$ cat config.mk
export PLATFORM = sky130hd
export DESIGN_NAME = io_window_decoder
export DESIGN_NICKNAME = d
export VERILOG_FILES = /design/src/rtl/io_dec_pkg.sv /design/src/rtl/io_base_mask.sv /design/src/rtl/io_win_match.sv /design/src/rtl/io_prio_pick.sv /design/src/rtl/io_window_decoder.sv
export SDC_FILE = /design/constraint.sdc
export NUM_CORES = 1
export LEC_CHECK = 0
export ABC_AREA = 1
export BUFFER_PORTS_ARGS = -buffer_cell sky130_fd_sc_hd__buf_2
export CAP_MARGIN = 20
export CORE_ASPECT_RATIO = 0.7
export CORE_MARGIN = 4
export CORE_UTILIZATION = 50
export CTS_CLUSTER_SIZE = 8
export DETAILED_ROUTE_END_ITERATION = 7
export GPL_TIMING_DRIVEN = 0
export HOLD_SLACK_MARGIN = 0.03
export PLACE_DENSITY = 0.77
export SYNTH_ARGS = -nofsm -noshare
export SYNTH_HDL_FRONTEND = slang
export SYNTH_HIERARCHICAL = 1
export SYNTH_SLANG_ARGS = --single-unit
$ cat constraint.sdc
create_clock -name clk -period 2.7 [get_ports clk]
set_input_delay 0.27 -clock clk [delete_from_list [all_inputs] [get_ports clk]]
set_output_delay 0.27 -clock clk [all_outputs]
set_load 0.01 [all_outputs]
$ cat src/rtl/io_dec_pkg.sv
package io_dec_pkg;

    localparam int ADDR_W = 16;
    localparam int OFF_W  = 5;

    typedef enum logic [1:0] {
        CLS_LOW,
        CLS_PRINTER,
        CLS_OPEN
    } range_class_e;

    function automatic int win_log(int dev);
        case (dev)
            0:       return 1;
            1, 2, 3: return 3;
            4:       return 3;
            default: return 4;
        endcase
    endfunction

    function automatic range_class_e dev_class(int dev);
        if (dev < 4)  return CLS_LOW;
        if (dev == 4) return CLS_PRINTER;
        return CLS_OPEN;
    endfunction

    function automatic logic [ADDR_W-1:0] low_mask(int dev);
        return ADDR_W'((1 << win_log(dev)) - 1);
    endfunction

    // Bits a base register may hold.
    function automatic logic [ADDR_W-1:0] base_keep(int dev);
        logic [ADDR_W-1:0] k;
        k = ~low_mask(dev);
        case (dev_class(dev))
            CLS_LOW:     k = k & 16'h07FF;
            CLS_PRINTER: k = k & 16'h03FF;
            default:     k = k;
        endcase
        return k;
    endfunction

    // Address bits that take part in the window comparison.
    function automatic logic [ADDR_W-1:0] cmp_keep(int dev);
        logic [ADDR_W-1:0] k;
        k = ~low_mask(dev);
        if (dev_class(dev) == CLS_PRINTER) k[10] = 1'b0;
        return k;
    endfunction

endpackage

$ cat src/rtl/io_base_mask.sv
module io_base_mask #(
    parameter int NDEV  = 6,
    parameter int IDX_W = 3
) (
    input  logic [IDX_W-1:0]                 idx,
    input  logic [io_dec_pkg::ADDR_W-1:0]    data,
    output logic                             idx_ok,
    output logic [io_dec_pkg::ADDR_W-1:0]    masked
);
    import io_dec_pkg::*;

    localparam int NTAB = 1 << IDX_W;

    logic [NTAB-1:0][ADDR_W-1:0] keep;

    for (genvar g = 0; g < NTAB; g++) begin : g_keep
        if (g < NDEV) begin : g_real
            assign keep[g] = base_keep(g);
        end else begin : g_none
            assign keep[g] = '0;
        end
    end

    assign idx_ok = (int'(idx) < NDEV);
    assign masked = data & keep[idx];
endmodule

$ cat src/rtl/io_win_match.sv
module io_win_match #(
    parameter int DEV = 0
) (
    input  logic                             valid,
    input  logic                             en,
    input  logic [io_dec_pkg::ADDR_W-1:0]    base,
    input  logic [io_dec_pkg::ADDR_W-1:0]    addr,
    output logic                             hit,
    output logic [io_dec_pkg::OFF_W-1:0]     off
);
    import io_dec_pkg::*;

    localparam logic [ADDR_W-1:0] CMP  = cmp_keep(DEV);
    localparam logic [ADDR_W-1:0] LOWM = low_mask(DEV);
    localparam bit                ALIAS = (dev_class(DEV) == CLS_PRINTER);

    assign hit = valid && en && (((addr ^ base) & CMP) == '0);
    assign off = {ALIAS ? addr[10] : 1'b0, addr[3:0] & LOWM[3:0]};
endmodule

$ cat src/rtl/io_prio_pick.sv
module io_prio_pick #(
    parameter int NDEV = 6
) (
    input  logic [NDEV-1:0]                           hits,
    input  logic [NDEV-1:0][io_dec_pkg::OFF_W-1:0]    offs,
    output logic [NDEV-1:0]                           sel,
    output logic [io_dec_pkg::OFF_W-1:0]              off
);
    always_comb begin
        logic found;
        found = 1'b0;
        sel   = '0;
        off   = '0;
        for (int i = 0; i < NDEV; i++) begin
            if (hits[i] && !found) begin
                found  = 1'b1;
                sel[i] = 1'b1;
                off    = offs[i];
            end
        end
    end
endmodule

$ cat src/rtl/io_window_decoder.sv
module io_window_decoder #(
    parameter int NDEV  = 6,
    parameter int IDX_W = (NDEV > 1) ? $clog2(NDEV) : 1
) (
    input  logic             clk,
    input  logic             rst_n,
    input  logic             cfg_we,
    input  logic [IDX_W-1:0] cfg_idx,
    input  logic [15:0]      cfg_base,
    input  logic             cfg_en,
    input  logic [IDX_W-1:0] rd_idx,
    output logic [15:0]      rd_base,
    output logic             rd_en,
    input  logic             host_valid,
    input  logic [15:0]      host_addr,
    output logic [NDEV-1:0]  dev_sel,
    output logic [4:0]       dev_off
);
    import io_dec_pkg::*;

    typedef struct packed {
        logic [NDEV-1:0][ADDR_W-1:0] base;
        logic [NDEV-1:0]             en;
        logic [NDEV-1:0]             sel;
        logic [OFF_W-1:0]            off;
    } state_t;

    state_t st_d, st_q;

    logic                        wr_ok;
    logic [ADDR_W-1:0]           wr_masked;
    logic [NDEV-1:0]             win_hit;
    logic [NDEV-1:0][OFF_W-1:0]  win_off;
    logic [NDEV-1:0]             pick_sel;
    logic [OFF_W-1:0]            pick_off;
    logic [NDEV-1:0]             en_now;

    io_base_mask #(.NDEV(NDEV), .IDX_W(IDX_W)) u_mask (
        .idx    (cfg_idx),
        .data   (cfg_base),
        .idx_ok (wr_ok),
        .masked (wr_masked)
    );

    for (genvar g = 0; g < NDEV; g++) begin : g_win
        io_win_match #(.DEV(g)) u_match (
            .valid (host_valid),
            .en    (st_q.en[g]),
            .base  (st_q.base[g]),
            .addr  (host_addr),
            .hit   (win_hit[g]),
            .off   (win_off[g])
        );
    end

    io_prio_pick #(.NDEV(NDEV)) u_pick (
        .hits (win_hit),
        .offs (win_off),
        .sel  (pick_sel),
        .off  (pick_off)
    );

    always_comb begin
        st_d     = st_q;
        st_d.sel = pick_sel;
        st_d.off = pick_off;
        for (int i = 0; i < NDEV; i++) begin
            if (cfg_we && wr_ok && (int'(cfg_idx) == i)) begin
                st_d.base[i] = wr_masked;
                st_d.en[i]   = cfg_en;
            end
        end
    end

    always_ff @(posedge clk) begin
        if (!rst_n) st_q <= '0;
        else        st_q <= st_d;
    end

    always_comb begin
        rd_base = '0;
        rd_en   = 1'b0;
        for (int i = 0; i < NDEV; i++) begin
            if (int'(rd_idx) == i) begin
                rd_base = st_q.base[i];
                rd_en   = st_q.en[i];
            end
        end
    end

    assign en_now  = st_q.en;
    assign dev_sel = st_q.sel;
    assign dev_off = st_q.off;
endmodule

Yosys cells after proc, flatten, opt, wreduce, memory -nomap -nowiden
Memory sizes are Yosys's and may differ from the RTL's.
Cells that the tools add are included.
Storage, ports and cells
  register bits after elaboration: 113
  ROM bits: 128
  input bits: 43
  memories kept: 1
Memories
  (no name shown): depth 8, width 16, read ports 1, clocked after memory_dff 0, write ports 0, line io_base_mask.sv:25  | assign masked = data & keep[idx];
Operators by class
  $lt $le $gt $ge: 2
  equality and inequality tests: 10
  multiplexer cells: 29
  bitwise logic cells: 8
  reduce and logical (&&, ||, !) cells: 38
Operator list (count)
  $mux 16: 7
  $logic_not 16->1: 6
  $xor 16x16->16: 6
  $eq 3x3->1 const B: 8
  $logic_and 1x1->1: 24
  $mux 1: 17
  $and 16x16->16: 1
  $mux 3: 3
  $eq 3x2->1 const B: 2
  $logic_not 3->1: 2
  $logic_not 1->1: 5
  $mux 5: 1
  $lt 3x4->1 const B: 1
  $mux 4: 1
  $lt 3x3->1 const B: 1
  $reduce_or 2->1: 1
  $not 1->1: 1

Longest topological paths before layout
Gate-level depths: netlist of the first run.
  depth in word-level cells: 19
  mapped depth: 16
  depth with buffers taken out: 15

Modules after synthesis
Netlist of the first run, hierarchy kept.
Modules (own cells, without submodules)
  io_window_decoder: times used 1, cells an instance 670, area an instance 4893.4 µm², sequential area each 2262.2 µm²
  io_win_match at g_win[1].u_match ...: times used 3, cells an instance 74, area an instance 309.0 µm², sequential area each 0.0 µm²
  io_win_match at g_win[4].u_match ...: times used 2, cells an instance 61, area an instance 270.3 µm², sequential area each 0.0 µm²
  io_win_match at g_win[0].u_match: times used 1, cells an instance 90, area an instance 372.9 µm², sequential area each 0.0 µm²
  io_prio_pick: times used 1, cells an instance 66, area an instance 346.6 µm², sequential area each 0.0 µm²
  io_base_mask: times used 1, cells an instance 41, area an instance 165.2 µm², sequential area each 0.0 µm²

Least setup slack after synthesis of the first run
OpenSTA, ideal clock, no wires.
  path type: register to register
  start point: reg st_q[20] (netlist name)
  end point: reg st_q (netlist bit dev_off[0])
  library setup time: 0.110 ns
  arrival time: 1.406 ns
  slack: 1.184 ns
  stages on the path, launching flop included: 17
  path buffers: 1
  path through: dfxtp_1 inv_1 nand2_1 nand2_1 inv_1 nand2_1 nor2_1 nand2_1 nor2_1 buf_6 nor2_8 nand3_2 nor2_1 nor2_1 nand3_1 nand2_1 inv_1
On the way
  longest elaborated chain between the ends: 19
  elaborated cells on any way between the ends: 24
  those cells by class: mux (11); bitwise (1); reduce/logical (12)
RTL lines
  start, declared: line io_window_decoder.sv:28  | state_t st_d, st_q;
  start signal, assigned: line io_window_decoder.sv:77  | else st_q <= st_d;
  $xor 16x16->16 *: line io_win_match.sv:17  | assign hit = valid && en && (((addr ^ base) & CMP) == '0);
  $logic_not 16->1 *: line io_win_match.sv:17
  $logic_and 1x1->1 *: line io_win_match.sv:17
  via win_hit[0]: line io_window_decoder.sv:32  | logic [NDEV-1:0] win_hit;
  $mux 1: line io_prio_pick.sv:15  | if (hits[i] && !found) begin
  $logic_not 1->1: line io_prio_pick.sv:15
  $logic_and 1x1->1: line io_prio_pick.sv:15
  $mux 1: line io_prio_pick.sv:15
  (+5 left out)
  $mux 1: line io_prio_pick.sv:15
  $logic_not 1->1: line io_prio_pick.sv:15
  $logic_and 1x1->1: line io_prio_pick.sv:15
  $mux 1: line io_prio_pick.sv:15
  $logic_not 1->1: line io_prio_pick.sv:15
  $logic_and 1x1->1: line io_prio_pick.sv:15
  $mux 4 *: line io_prio_pick.sv:15
  via pick_off[0]: line io_window_decoder.sv:35  | logic [OFF_W-1:0] pick_off;
Mark *: on every way through the listed nets, which the timed path passes. The rest lies on a longest branch.
A chain may end at the register's enable or synchronous reset.

Worst setup path in the final report of the first run
  start point: in rd_idx[0]
  end point: out rd_base[9]
On the way
  longest elaborated chain between the ends: 7
  elaborated cells on any way between the ends: 12
  those cells by class: eq/ne (5); mux (6); reduce/logical (1)
RTL lines
  start, declared: line io_window_decoder.sv:11  | input logic [IDX_W-1:0] rd_idx,
  $logic_not 3->1: line io_window_decoder.sv:84  | if (int'(rd_idx) == i) begin
  $mux 16 (5 in a row): line io_window_decoder.sv:84
  $mux 16 *: line io_window_decoder.sv:84
  end, declared: line io_window_decoder.sv:12  | output logic [15:0] rd_base,
Every way passes the cells marked *; elsewhere a longest branch is shown, timed or not.

==> results by group, run 1 <==
CTS
  – Htree depth: 4
  – Clk Latency, worst-skew pair: between 0.4 and 0.5 ns
  – Post-CTS Hold Buffers: 0
  – CTS tree: done
  – Root buffer cell: clkbuf_16
  – # resized after CTS: 0
  – Clk pin slew, worst setup/hold paths: 0.06 ns
  – CTS Sinks: 113
  – Clock buffer depth: 2
  – Total CTS buffers: 17
  – Setup Fix Bufs, Post-CTS: 0

Power
  – PwrDens: about 550 nW/um2
  – Clock power share: 50.9%
  – Static leakage: 4.16 nW
  – Sw Ratio: 25.6%
  – Max VDD drop: 0.000419 V
  – Share of power burned in registers: 37.5%
  – P_sw: 0.00120 W
  – Comb pwr share: 11.6%
  – P_int: 0.00348 W

Route
  – Via count: 7482
  – Vias per inst: around 5.0
  – DR iter-0 viols: 653
  – DR WL/cell: 14.6 um
  – DRT Pass-1 Iters: 5
  – Routed Antenna Nets: 0
  – Final wirelength: 21.9 mm
  – Remaining DRCs: 0

Place
  – Detail Placement HPWL: 16.7 mm
  – Port Buffer Count: 66
  – Gpl congestion: 0.922

Global route
  – GR Util All Layers: a little over a quarter
  – GR Overflow Total: 0
  – Largest net degree at the start of global routing: 17
  – Initial antenna violation count: 0
  – Vias in the first global route: between 6k and 7k
  – First-pass GRT wire length: between 30 and 40 mm

Setup path
  – CP Capture Type: primary output
  – Type of the worst setup path: primary input to primary output
  – CP Max Fanout: 10
  – CP arrival: 1.71 ns
  – Worst setup SP type: primary input
  – Required @ worst endpoint: 2.43 ns

Final layout
  – Commonest non-fill, non-tap cells in the layout: nor2_1, nand2_1, inv_1
  – # diodes: 0
  – Commonest non-fill, non-tap cell in the layout: nor2_1
  – # nets final: 1345
  – Area growth syn-to-layout: 16.7%
  – Post-layout util: 60.2%
  – Fraction of layout cells with a size suffix above 1: 15.7%

Timing
  – Setup Viol. Count Final: 0
  – Final worst path period need: about 2 ns
  – Worst hold slack: 0.146 ns
  – Fmax: a little over 0.5 GHz
  – Hold Vio Cnt, Final: 0
  – Worst Tran Pin Value: approximately 0.93 ns
  – Slew margin rel.: 37.9%
  – RSZ-0062 raised after global routing: no
  – Final period util: 73.4%
  – Clock Skew: 0.00940 ns
  – Post-route setup TNS: 0 ns
  – Max Slew Vio Count: 0

Floorplan
  – I/O pin cnt: 71
  – Core region area: approximately 14000 um2
  – Die area: between 15000 and 20000 um2
  – # rows: 36
  – Chip Height: 109 um
  – Initial core utilization: 51.6%
  – DIE WIDTH: 152 um

Synthesis
  – Post-synth cell types: 34
  – Mapped cell area: 7250 um2
  – Sequential share of the synthesized area: ~31%
  – YS warnings: 6
  – Seq cells post-synth: 113
  – Synthesized area per cell: about 6.0 um2
  – Syn Inst Count: roughly 1.2k

Job
  – Maxcap violations: 0

Outcome
  – Outcome: complete, no violations

Hold path
  – HP Class: primary input to register
## Yosys cell counts (all sizes together)
library cell	count	area, um2
nor2	298	1200
nand2	285	1110
inv	191	729
o21ai	118	591
dfxtp	113	2260
buf	69	536
nand3	46	258
nand4	35	219
a21oi	18	90.1
clkbuf	13	50.0
xnor2	9	78.8
conb	7	26.3
nor3	4	53.8
xor2	2	17.5
clkinv	1	5.00
nand3b	1	20.0
or2	1	6.26
## stage by stage
step / std cells / cell area, um2 / worst slack [ns] / total power, W
5_1_grt: 1505 / 8460 / 0.597 / 0.00483
3_3_place_gp: 1473 / 7840 / 0.680 / 0.00230
3_5_place_dp: 1473 / 7840 / 0.667 / 0.00232
6_report: 1505 / 8460 / 0.718 / 0.00468
4_1_cts: 1505 / 8460 / 0.746 / 0.00467
2_1_floorplan: 1217 / 7270 / 1.18 / 0.00213
## registers in the layout, indices dropped and copies added, names as in the netlist
| signal | flops |
|---|---|
| dev_off | 5 |
| dev_sel | 6 |
| st_q | 96 |
| en_now | 6 |
## power groups by stage
stage	clock [W]	sequential (W)	combinational, W
3_3_place_gp	0	0.00179	0.000515
3_5_place_dp	0	0.00179	0.000526
6_report	0.00238	0.00176	0.000541
5_1_grt	0.00247	0.00176	0.000606
2_1_floorplan	0	0.00178	0.000355
4_1_cts	0.00239	0.00175	0.000531
## worst paths after layout
check                                  start          to  slack [ns]  cells after the start
worst min register to register      st_q[49]    st_q[49]        0.45                      2
worst max register to register      st_q[29]  dev_off[1]        0.82                     16
worst min-delay path            host_addr[0]  dev_off[0]        0.15                      5
worst max-delay path               rd_idx[0]  rd_base[9]        0.72                      9
## layer usage
layer / vias to the layer above / share of wire (%) / global-route usage [%] / routed length, um
met3: 17 / 12 / 5.99 / 2570
met2: 345 / 42 / 42.2 / 9300
met1: 3310 / 45 / 38.2 / 9920
li1: 3810 / - / - / -
met4: 0 / 0.56 / 5.32 / 122
met5: - / 0 / 0 / 0
## critical path, cell delays in order
cell and delay, ns:
buf_2 0.10, buf_2 0.19, nor2_2 0.31, buf_4 0.25
nand3_1 0.10, nand2_1 0.14, nor2_1 0.08, nand4_1 0.11
buf_2 0.15
## cells by family (layout without fill, tap and decap cells)
kind of cell	after synthesis	after routing	synth area share, %
AOI/OAI and AO/OA	136	136	9.39
xor gates and xnor gates	11	11	1.33
buffers and inverters	274	372	18.2
DFF	113	113	31.2
other	7	13	0.363
and+or+nand+nor	670	670	39.5
## cell type report
cell class              instances  area [um2]
well taps                     190         238
clock inverters                12         163
plain buffers                  82         586
repair buffers                 66         330
clock buffers                  20         457
multi-input cells             830        3690
flip-flops and latches        113        2260
inverters                     192         734
fillers                      1379        5600
Power figures use the tool's default switching activity.
==> run 2: changes to the inputs <==
clock period = 1.91 ns   (was 2.7 ns; I/O delays follow)
==> run 2 against run 1 <==
Sequential share of layout area fell by 0.088 points. Wire length grew 0.71%. Final area grew 1.3%. Largest cell class unchanged. Cell count is 0.47% higher. Non-clock buffer count increased by 7. Clock skew fell by 0.0010 ns. Critical endpoint unchanged.
==> results by group, run 2 (synthesis gave the netlist of run 1 again) <==
Place
  – Detail Placement HPWL: 16.7 mm (unchanged)
  – Dpl cell area: 7840 um2 (unchanged)
  – Placed cell count: 1473 (unchanged)
  – Gpl congestion: 0.922 (unchanged)
  – Port Buffer Count: 66 (unchanged)

Timing
  – RSZ-0062 raised after global routing: yes
  – Final period util: 97.3%
  – Clock Skew: 0.00837 ns (-0.00103 ns)
  – Hold Vio Cnt, Final: 0 (unchanged)
  – Fmax: 0.538 GHz
  – Setup Viol. Count Final: 0 (unchanged)
  – Final worst path period need: 1.86 ns
  – Post-route setup TNS: 0 ns (unchanged)
  – Slew margin rel.: 37.9% (about the same)
  – Max Slew Vio Count: 0 (unchanged)
  – Worst Tran Pin Value: 0.932 ns (-0.000130 ns)

Final layout
  – Largest Register: st_q
  – Fraction of layout cells with a size suffix above 1: 17.5% (+1.7 points)
  – Max FFs per register: 96 (unchanged)
  – Post-layout util: 60.9% (+0.77 points)
  – Area growth syn-to-layout: 18.2%
  – Commonest non-fill, non-tap cell in the layout: nor2_1
  – Final design area excluding fillers: 8560 um2 (+1.3%)
  – Non-Filler Instances: 1512 (+0.47%)
  – Commonest non-fill, non-tap cells in the layout: nor2_1, nand2_1, inv_1
  – # nets final: 1352 (+0.52%)
  – # diodes: 0 (unchanged)

Power
  – Clock power share: 50.9% (about the same)
  – Sw Ratio: 25.6% (about the same)
  – PwrDens: 773 nW/um2 (+40%)
  – P_int: 0.00493 W (+41%)
  – Share of power burned in registers: 37.5% (about the same)
  – Max VDD drop: 0.000587 V (+40%)
  – Tot Pwr: 0.00662 W (+41%)
  – Comb pwr share: 11.7% (about the same)
  – P_sw: 0.00169 W (+41%)
  – Static leakage: 4.21 nW (+1.2%)

CTS
  – Root buffer cell: clkbuf_16
  – CTS tree: done
  – Total CTS buffers: 17 (unchanged)
  – CTS Sinks: 113 (unchanged)
  – Clock buffer depth: 2 (unchanged)
  – Clk Latency, worst-skew pair: 0.42 ns (about the same)
  – Clk pin slew, worst setup/hold paths: 0.06 ns (about the same)
  – Htree depth: 4 (unchanged)

Route
  – Vias per inst: 4.96 (-0.14%)
  – DRT Pass-1 Iters: 6 (+1)
  – DR iter-0 viols: 618 (-5.4%)
  – DR WL/cell: 14.6 um (+0.24%)
  – Routed Antenna Nets: 0 (unchanged)
  – Via count: 7506 (+0.32%)
  – Remaining DRCs: 0 (unchanged)
  – Final wirelength: 22.1 mm (+0.71%)

Outcome
  – Outcome: complete, no violations

Global route
  – GR Overflow Total: 0 (unchanged)
  – Initial antenna violation count: 0 (unchanged)
  – First-pass GRT wire length: 34.7 mm (unchanged)
  – Vias in the first global route: 6765 (unchanged)
  – Largest net degree at the start of global routing: 17 (unchanged)
  – GR Util All Layers: 26.8% (unchanged)

Setup path
  – Worst setup SP type: primary input
  – Type of the worst setup path: primary input to primary output
  – CP arrival: 1.67 ns (-0.04 ns)
  – Reg2reg setup slack: 0.11 ns (-0.71 ns)
  – CP Max Fanout: 10 (unchanged)
  – CP Capture Type: primary output
  – Required @ worst endpoint: 1.72 ns (-0.71 ns)

Floorplan
  – DIE WIDTH: 152 um (unchanged)
  – # rows: 36 (unchanged)
  – Die area: 16500 um2 (unchanged)
  – Initial core utilization: 51.6% (unchanged)
  – Core region area: 14100 um2 (unchanged)
  – Chip Height: 109 um (unchanged)
  – I/O pin cnt: 71 (unchanged)

Job
  – Maxcap violations: 0 (unchanged)

Hold path
  – HP Class: primary input to register
==> run 2: per-stage QoR <==
stage	worst slack, ns	hold slack, ns
floorplan	0.394	0.354
global placement	-0.0313	0.441
detailed placement	-0.0443	0.444
CTS	0.0258	0.0650
global route	-0.0419	0.114
finish	0.0520	0.0693
==> run 2: worst max-delay path, stage by stage <==
cell and delay [ns]:
buf_2 0.12, inv_2 0.20, clkbuf_1 0.46, nand4_1 0.17, nand2_1 0.17, nor2_1 0.08
nand4_1 0.11, buf_2 0.15
==> run 2: path summary, 6_finish.rpt <==
path,cells after the start,endpoint,from
setup reg to reg,16,dev_off[2],st_q[29]
setup / recovery,8,rd_base[9],rd_idx[2]
hold reg to reg,2,st_q[49],st_q[49]
hold / removal,5,dev_off[0],host_addr[0]
==> run 2: power groups by stage <==
stage	registers, W	clock network [W]	logic, W
after floorplan	0.00251	0	0.000502
after global placement	0.00253	0	0.000728
after detailed placement	0.00253	0	0.000744
after CTS	0.00248	0.00338	0.000751
after global routing	0.00249	0.00349	0.000862
final	0.00248	0.00337	0.000772
==> run 2: layout make-up <==
type	instances	area, um2
multi-input cells	830	3720
plain buffers	82	589
well taps	190	238
repair buffers	73	383
clock buffers	20	457
inverters	192	734
clock inverters	12	163
fillers	1375	5490
flip-flops and latches	113	2280
==> run 2: metal layers <==
metal / track usage [%] / up-vias / routed length [um]
li1: - / 3830 / -
met1: 38.2 / 3319 / 10100
met2: 42.2 / 338 / 9330
met3: 5.99 / 19 / 2510
met4: 5.32 / 0 / 162
met5: 0 / - / 0
==> run 2: repair_timing <==
item                                   CTS  global route
gates resized for setup                  0            28
buffers inserted                         0             7
hold buffers                             0             0
setup endpoints to repair                0             7
endpoints found under the hold margin    0             0
